<file path="src/rtl/vrfs_pkg.sv">
package vrfs_pkg;
  localparam int NUM_SRC = 5;

  typedef enum logic [2:0] {
    CAUSE_NONE = 3'd0,
    CAUSE_FAST = 3'd1,
    CAUSE_OC   = 3'd2,
    CAUSE_IMB  = 3'd3,
    CAUSE_UV   = 3'd4,
    CAUSE_OV   = 3'd5
  } cause_e;
endpackage

</file>
<file path="src/rtl/vrfs_persist.sv">
// Consecutive-sample qualifier: hit is high on the LEN-th consecutive high sample.
module vrfs_persist #(
  parameter int unsigned LEN = 1000
) (
  input  logic clk,
  input  logic rst,
  input  logic hold,
  input  logic flag,
  output logic hit
);
  localparam int unsigned W = $clog2(LEN + 1);
  localparam logic [W-1:0] LAST = W'(LEN - 1);

  logic [W-1:0] cnt;

  always_ff @(posedge clk) begin
    if (rst || hold || !flag) cnt <= '0;
    else if (cnt != LAST)     cnt <= cnt + 1'b1;
  end

  assign hit = flag && !hold && (cnt == LAST);
endmodule

</file>
<file path="src/rtl/vrfs_cause_enc.sv">
// Priority encoder: bit 0 has the highest priority and maps to code 1.
module vrfs_cause_enc
  import vrfs_pkg::*;
(
  input  logic [NUM_SRC-1:0] hit,
  output cause_e             cause
);
  always_comb begin
    cause = CAUSE_NONE;
    for (int i = NUM_SRC - 1; i >= 0; i--) begin
      if (hit[i]) cause = cause_e'(3'(i + 1));
    end
  end
endmodule

</file>
<file path="src/rtl/vr_fault_sup.sv">
module vr_fault_sup
  import vrfs_pkg::*;
#(
  parameter int unsigned OC_CYC  = 120,
  parameter int unsigned IMB_CYC = 1000,
  parameter int unsigned UV_CYC  = 1000,
  parameter int unsigned OV_CYC  = 1000
) (
  input  logic       clk,
  input  logic       rst,
  input  logic       en_i,
  input  logic       supply_ok_i,
  input  logic       two_phase_i,
  input  logic       oc_i,
  input  logic       oc_fast_i,
  input  logic       imbal_i,
  input  logic       uv_i,
  input  logic       ov_i,
  output logic       pwm_en_o,
  output logic       hs_en_o,
  output logic       ls_en_o,
  output logic       pgood_o,
  output logic       softstart_o,
  output logic       one_phase_o,
  output logic [2:0] cause_o
);
  localparam int NT = 4;
  localparam int unsigned TLEN [NT] = '{OC_CYC, IMB_CYC, UV_CYC, OV_CYC};

  logic           run, run_q, fault_q, fault_n, hold;
  logic [NT-1:0]  tflag, thit;
  logic [NUM_SRC-1:0] hits;
  cause_e         cause_q, cause_n, cause_enc;

  assign run   = en_i && supply_ok_i;
  assign hold  = !run || fault_q;
  assign tflag = {ov_i, uv_i, imbal_i && two_phase_i, oc_i};

  for (genvar g = 0; g < NT; g++) begin : g_tmr
    vrfs_persist #(.LEN(TLEN[g])) u_tmr (
      .clk (clk),
      .rst (rst),
      .hold(hold),
      .flag(tflag[g]),
      .hit (thit[g])
    );
  end

  assign hits = {thit, oc_fast_i && !hold};

  vrfs_cause_enc u_enc (
    .hit  (hits),
    .cause(cause_enc)
  );

  always_comb begin
    fault_n = run && (fault_q || (|hits));
    if (!run)         cause_n = CAUSE_NONE;
    else if (fault_q) cause_n = cause_q;
    else              cause_n = cause_enc;
  end

  always_ff @(posedge clk) begin
    if (rst) begin
      fault_q     <= 1'b0;
      cause_q     <= CAUSE_NONE;
      run_q       <= 1'b0;
      pwm_en_o    <= 1'b0;
      hs_en_o     <= 1'b0;
      ls_en_o     <= 1'b0;
      pgood_o     <= 1'b0;
      softstart_o <= 1'b0;
      one_phase_o <= 1'b0;
    end else begin
      fault_q     <= fault_n;
      cause_q     <= cause_n;
      run_q       <= run;
      pwm_en_o    <= run && !fault_n;
      hs_en_o     <= run && !fault_n;
      ls_en_o     <= run && !fault_n;
      pgood_o     <= run && !fault_n;
      softstart_o <= run && !run_q;
      one_phase_o <= !two_phase_i;
    end
  end

  assign cause_o = cause_q;
endmodule

</file>
<file path="config.mk">
export PLATFORM = sky130hd
export DESIGN_NAME = vr_fault_sup
export DESIGN_NICKNAME = d
export VERILOG_FILES = /design/src/rtl/vrfs_pkg.sv /design/src/rtl/vrfs_persist.sv /design/src/rtl/vrfs_cause_enc.sv /design/src/rtl/vr_fault_sup.sv
export SDC_FILE = /design/constraint.sdc
export NUM_CORES = 1
export LEC_CHECK = 0
export ABC_AREA = 0
export ABC_CLOCK_PERIOD_IN_PS = 1770
export BUFFER_PORTS_ARGS = -buffer_cell sky130_fd_sc_hd__buf_2
export CORE_ASPECT_RATIO = 1.5
export CORE_MARGIN = 5
export CORE_UTILIZATION = 35
export DETAILED_ROUTE_END_ITERATION = 12
export GPL_TIMING_DRIVEN = 0
export PLACE_DENSITY_LB_ADDON = 0.1
export REMOVE_ABC_BUFFERS = 1
export SLEW_MARGIN = 10
export SYNTH_ARGS = -nofsm -noshare
export SYNTH_HDL_FRONTEND = slang
export SYNTH_SLANG_ARGS = --single-unit
</file>
<file path="constraint.sdc">
create_clock -name clk -period 1.77 [get_ports clk]
set_clock_uncertainty 0.05 [all_clocks]
set_input_delay 0.177 -clock clk [delete_from_list [all_inputs] [get_ports clk]]
set_output_delay 0.177 -clock clk [all_outputs]
set_load 0.05 [all_outputs]
</file>
==> results of run 1 <==
[power by group through the flow]
stage | Clock, W | Sequential, W | Combinational (W)
floorplan | 0 | 0.00107 | 0.0000188
global placement | 0 | 0.00105 | 0.0000635
detailed placement | 0 | 0.00105 | 0.0000632
CTS | 0.000842 | 0.00102 | 0.0000650
global route | 0.000873 | 0.00102 | 0.0000705
finish | 0.000808 | 0.00102 | 0.0000646
[worst register-to-register path: stages, from the launching register on]
cell	delay, ps
dfxtp_1	380
ha_1	210
nand2_1	140
nor4_4	300
buf_4	190
mux2i_1	170
nor2_1	50
[layout make-up]
| cell class | instances | share of cell area |
|---|---|---|
| multi-input cells | 162 | 0.454 |
| flip-flops and latches | 45 | 0.395 |
| repair buffers | 21 | 0.0504 |
| well taps | 70 | 0.0384 |
| clock buffers | 7 | 0.0378 |
| clock inverters | 1 | 0.0132 |
| inverters | 7 | 0.0115 |
[synth_stat cells (all sizes together) (2+ instances only)]
master | instances | area (um^2)
xnor2 | 17 | 149
dfxtp | 45 | 901
nand2 | 16 | 60.1
and2 | 2 | 13.8
xor2 | 12 | 105
nor3 | 15 | 75.1
and4b | 3 | 30.0
nand3 | 14 | 70.1
a31oi | 2 | 12.5
mux2i | 5 | 50.1
buf | 4 | 27.5
nand4 | 3 | 25.0
nor2 | 49 | 184
nand2b | 2 | 12.5
ha | 4 | 50.1
o41ai | 2 | 25.0
nor4 | 4 | 46.3
inv | 7 | 26.3
a21oi | 3 | 15.0
[cells by family after synthesis]
kind of cell               Yosys count
AOI/OAI and AO/OA                   10
xor gates and xnor gates            29
adders and majority gates            4
buffers and inverters               12
DFF                                 45
muxes                                5
and+or+nand+nor                    114
[state kept, by name (all words and copies together), names as in the netlist]
signal and count:
run_q 1, fault_q 1, one_phase_o 1, softstart_o 1, g_tmr.u_tmr.cnt 37, cause_o 3
pgood_o 1
[how the worst min path moves through the flow]
stage / startpoint / slack [ps] / cells past startpoint / end
global route: two_phase_i / 40 / 2 / one_phase_o
detailed placement: rst / 310 / 2 / one_phase_o
global placement: rst / 310 / 2 / one_phase_o
finish: two_phase_i / 50 / 2 / one_phase_o
floorplan: rst / 190 / 1 / one_phase_o
CTS: two_phase_i / 30 / 2 / one_phase_o
[metrics by stage]
step | worst slack [ps] | power [W] | TNS, ps
2_1_floorplan | -10.2 | 0.00108 | -40.7
3_3_place_gp | -2.82 | 0.00111 | -2.82
3_5_place_dp | 5.23 | 0.00111 | 0
4_1_cts | 1.33 | 0.00193 | 0
5_1_grt | -16.3 | 0.00197 | -16.3
6_report | 163 | 0.00190 | 0
[layer usage]
layer,vias up,wire length (um),global-route usage
met5,-,0,0
met4,0,77,0.0564
met3,5,115,0.0276
met2,21,1780,0.186
met1,667,1730,0.131
li1,789,-,-
[repair_timing]
item	in CTS	in global routing
endpoints found under the hold margin	1	0
buffers inserted	0	2
pin swaps	0	1
hold buffers	1	0
gates resized for setup	1	3
setup endpoints to repair	1	8
==> qor.yml, run 1 <==
outcome:
  status: "completed"
worst_setup_path:
  critical_path_depth: 6
  critPathSlowestCell: "dfxtp_1"
  cp.required_ps: 1900
  regToRegEndpoint: "g_tmr[2].u_tmr.cnt[1]"
  regToRegSetupSlack_ps: 160
  endpoint: "g_tmr[2].u_tmr.cnt[1]"
  max_stage_delay_ps: 380
  startpoint_type: "flip-flop"
  arrival_ps: 1740
  r2r_cells: 6
  path_buf_inv: 1
  cp-startpoint: "g_tmr[2].u_tmr.cnt[0]"
  r2r-start: "g_tmr[2].u_tmr.cnt[0]"
  critPathMaxFanout: 5
  worstSetupPathType: "reg -> reg"
  cp-end-kind: "flip-flop"
  cp_cell_sequence: "ha_1 -> nand2_1 -> nor4_4 -> buf_4 -> mux2i_1 -> nor2_1"
  critical-path-top-delay-family: "simple AND/OR/NAND/NOR gates"
placed_design:
  dpl-instance-area_mm2: 0.00212
  place.gp.congestion: 0.715
  dp_cells: 302
  port_buffers: 18
  dpl.hpwl_um: 2710
global_routing:
  grt_overflow: 0
  grt_use_total: 0.111
  grt_pass1_wl_um: 6350
  antenna_found_initial: 0
  grt_pass1_vias: 1435
  grt_max_degree: 14
power_and_ir_drop:
  p_sw_frac: 0.209
  p_switching_w: 0.000396
  p_int_w: 0.00150
  power_per_cell_area_mw_per_mm2: 831
  clkPwrFrac: 0.426
  ir_worst_vdd_mv: 0.474
  leakage_nw: 0.816
  power_frac_comb: 0.034
  p_seq_frac: 0.540
logic_synthesis:
  synth-edff-count: 0
  synth-seq-cells: 45
  yosys.area_share.simple: 0.295
  netlist-cell-type-count: 35
  synth_fa_ha_area_frac: 0.0254
  synth_top_family_by_area: "simple AND/OR/NAND/NOR gates"
  synth_xor_area_frac: 0.129
  netlist_area_mm2: 0.00197
  seq_area_frac_synth: 0.457
  async_flop_share: 0
  muxShareOfSynthArea: 0.0254
  synth_compound_area_frac: 0.0399
  avgSynthCellArea_um2: 9.01
  syn_inst: 219
  ys_warn_count: 0
  synth_flop_cell: "dfxtp_1"
floorplanning:
  die_area_mm2: 0.00727
  coreArea_mm2: 0.00549
  start_util: 0.359
  die_x_um: 71.3
  num_rows: 33
  dieHeight_um: 102
  ios: 19
timing:
  slew_violations: 0
  max_freq_mhz: 622
  worstMarginPinSlew_ps: 502
  setup_violations: 0
  period_share: 0.908
  min_period_ps: 1610
  hold_viol: 0
  slew_headroom: 0.664
  timing.hold.ws_ps: 45.5
cells_and_area:
  nets: 256
  final_common_cell: "nor2_1"
  drive_gt1_frac: 0.156
  fillers: 582
  insertedDiodeCount: 0
  area_growth_pct: 15.7
  final_cells: 313
  stdcell_area_mm2: 0.00228
  regArea_um2: 901
  final_cell_mix: "nor2_1 (49), dfxtp_1 (45), buf_2 (18)"
  utilization: 0.416
  multi_input_area_mm2: 0.00104
hold_path:
  hp-class: "in -> reg"
clocking:
  clock_path_buffers: 2
  cts_root_buf: "clkbuf_8"
  cts_made_buffers: 5
  h-tree-depth: 2
  clkLatencyLatePin_ps: 300
  cts_tree: "yes"
  cts_sinks: 45
  clkTransAtPathRegs_ps: 80
route:
  routed_wl_um: 3700
  drc: 0
  viasPerCell: 4.73
  drt-initial-drc-count: 52
  detail-route-antenna-nets: 0
  wl_per_cell_um: 11.8
  dr_total_vias: 1482
  first_pass_iters: 4
run:
  maxCapViolations: 0
(Power assumes the default switching activity.)
==> inputs of run 2 (changes only) <==
- CORE_UTILIZATION: 35 -> 55
==> run 2 against run 1 <==
- clock power fell by 29%
- sequential power barely moved
- hold slack got worse by 25 ps
- clock-buffer cell count fell by 2
- sequential share of layout area rose by 1.7 points
- first-iteration DRC count did not move
- register-to-register slack got worse by 40 ps
- via count rose by 3.4%
- critical path type unchanged
- largest cell class unchanged
- largest power group unchanged
- highest routed layer unchanged
==> qor.yml, run 2 (synthesis results as in run 1) <==
global_routing:
  antenna_found_initial: 0  # unchanged
  grt_use_total: 0.163  # +0.0516
  grt_max_degree: 13  # -1
  grt_pass1_wl_um: 6370  # +0.22%
  grt_overflow: 0  # unchanged
  grt_pass1_vias: 1605  # +12%
route:
  dr_total_vias: 1533  # +3.4%
  detail-route-antenna-nets: 0  # unchanged
  viasPerCell: 5.44  # +15%
  first_pass_iters: 4  # unchanged
  routed_wl_um: 3760  # +1.6%
  wl_per_cell_um: 13.3  # +13%
  drc: 0  # unchanged
  drt-initial-drc-count: 52  # unchanged
timing:
  setup_violations: 0  # unchanged
  max_freq_mhz: 608  # -2.3%
  min_period_ps: 1640  # +37.0 ps
  period_share: 0.929  # +0.0209
  worstMarginPinSlew_ps: 464  # -37.9 ps
  slew_violations: 0  # unchanged
  rsz0062_at_grt: "no"
  worst_slack_ps: 126  # -37.0 ps
  hold_viol: 0  # unchanged
  slew_headroom: 0.689  # +0.0254
  timing.hold.ws_ps: 20.1  # -25.4 ps
clocking:
  cts_made_buffers: 5  # unchanged
  cts_root_buf: "clkbuf_8"
  clkTransAtPathRegs_ps: 80  # about the same
  cts_sinks: 45  # unchanged
  cts_tree: "yes"
  clock_path_buffers: 2  # unchanged
  h-tree-depth: 2  # unchanged
  clkLatencyLatePin_ps: 290  # about the same
cells_and_area:
  insertedDiodeCount: 0  # unchanged
  nets: 255  # -0.39%
  largest_reg_flops: 37  # unchanged
  stdcell_area_mm2: 0.00219  # -4.1%
  multi_input_area_mm2: 0.00103  # -0.60%
  fillers: 315  # -46%
  area_growth_pct: 10.9
  regMostFlops: "g_tmr.u_tmr.cnt"
  regArea_um2: 901  # unchanged
  final_cell_mix: "nor2_1 (49), dfxtp_1 (45), buf_2 (18)"
  final_common_cell: "nor2_1"
  utilization: 0.635  # +0.219
  drive_gt1_frac: 0.146  # -0.0105
placed_design:
  place.gp.congestion: 0.842  # +18%
  dpl-instance-area_mm2: 0.00208  # -1.7%
  dp_slack_ps: -5.15  # -10.4 ps
  dpl.hpwl_um: 2870  # +6.2%
  port_buffers: 18  # unchanged
power_and_ir_drop:
  ir_worst_vdd_mv: 0.572  # +21%
  p_switching_w: 0.000365  # -8.0%
  clkPwrFrac: 0.347  # -0.079
  leakage_nw: 0.794  # -2.7%
  p_seq_frac: 0.616  # +0.076
  p_sw_frac: 0.219  # +0.0103
  power_frac_comb: 0.037  # +0.003
  power_per_cell_area_mw_per_mm2: 760  # -8.5%
  p_int_w: 0.00130  # -13%
worst_setup_path:
  critPathMaxFanout: 4  # -1
  cp-end-kind: "flip-flop"
  arrival_ps: 1780  # +40 ps
  critPathSlowestCell: "dfxtp_1"
  startpoint_type: "flip-flop"
  max_stage_delay_ps: 400  # +20 ps
  crit_path_frequent_cell: "nand2_1"
  worstSetupPathType: "reg -> reg"
  cp_cell_sequence: "ha_1 -> nand2_1 -> and3b_1 -> nand2_1 -> o41ai_1"
  cp.required_ps: 1900  # about the same
run:
  maxCapViolations: 0  # unchanged
floorplanning:
  coreArea_mm2: 0.00345  # -37%
  dieHeight_um: 83.4  # -18%
  start_util: 0.572  # +0.213
  die_area_mm2: 0.00491  # -32%
  ios: 19  # unchanged
  num_rows: 26  # -21%
  die_x_um: 58.9  # -17%
hold_path:
  hp-class: "in -> reg"
outcome:
  status: "completed"
==> run 2: cell count changes in the layout (fill, tap and decap cells not counted) <==
cell           change
and3b_1            +1
and3b_2            -1
bufinv_16          -1
clkbuf_1           -1
clkbuf_8           -1
clkinv_2           +1
dlygate4sd3_1      -1
nand3_1            +1
nand3_2            -1
==> run 2: power by group through the flow <==
| stage | Combinational (W) | Clock (W) | Sequential, W |
|---|---|---|---|
| after global placement | 0.0000606 | 0 | 0.00105 |
| final | 0.0000623 | 0.000577 | 0.00102 |
| after detailed placement | 0.0000626 | 0 | 0.00105 |
| after floorplan | 0.0000188 | 0 | 0.00107 |
| after CTS | 0.0000627 | 0.000592 | 0.00102 |
| after global routing | 0.0000669 | 0.000645 | 0.00102 |
==> run 2: routing by layer <==
layer	up-vias	GRT usage	wire length, um	share of wire
met3	9	0.0404	137	0.036
met2	27	0.296	2060	0.55
met1	715	0.163	1470	0.39
li1	782	-	-	-
met5	-	0	0	0
met4	0	0.0784	91	0.024
==> run 2: final timing paths <==
| check | from | to | slack, ps | depth (start not counted) |
|---|---|---|---|---|
| max | g_tmr[3].u_tmr.cnt[0] | cause_o[0] | 130 | 5 |
| min | rst | one_phase_o | 20 | 2 |
| max reg2reg | g_tmr[3].u_tmr.cnt[0] | cause_o[0] | 130 | 5 |
| min reg2reg | run_q | softstart_o | 340 | 1 |
==> run 2: worst max-delay path: cells and delay by family (launching register included) <==
family                     cells  cell delay [ps]
adders and majority gates      1              240
DFF                            1              400
AOI/OAI and AO/OA              1              340
and+or+nand+nor                3              510
==> run 2: what timing repair did <==
action,CTS,global route
gates resized for setup,1,1
buffers inserted,0,2
setup endpoints to repair,2,3
hold buffers,0,0
endpoints found under the hold margin,0,0
pin swaps,1,1
==> run 2: area by class of cell <==
| cell class | instances | area share |
|---|---|---|
| clock inverters | 1 | 0.00229 |
| multi-input cells | 162 | 0.471 |
| well taps | 42 | 0.0240 |
| repair buffers | 20 | 0.0480 |
| inverters | 7 | 0.0120 |
| flip-flops and latches | 45 | 0.412 |
| clock buffers | 5 | 0.0314 |
==> run 2: per-stage QoR <==
step                cells  TNS, ps  power [W]
finish                282        0    0.00166
global route          282        0    0.00174
CTS                   280        0    0.00168
detailed placement    274    -5.15    0.00111
global placement      274        0    0.00111
floorplan             214    -40.7    0.00108
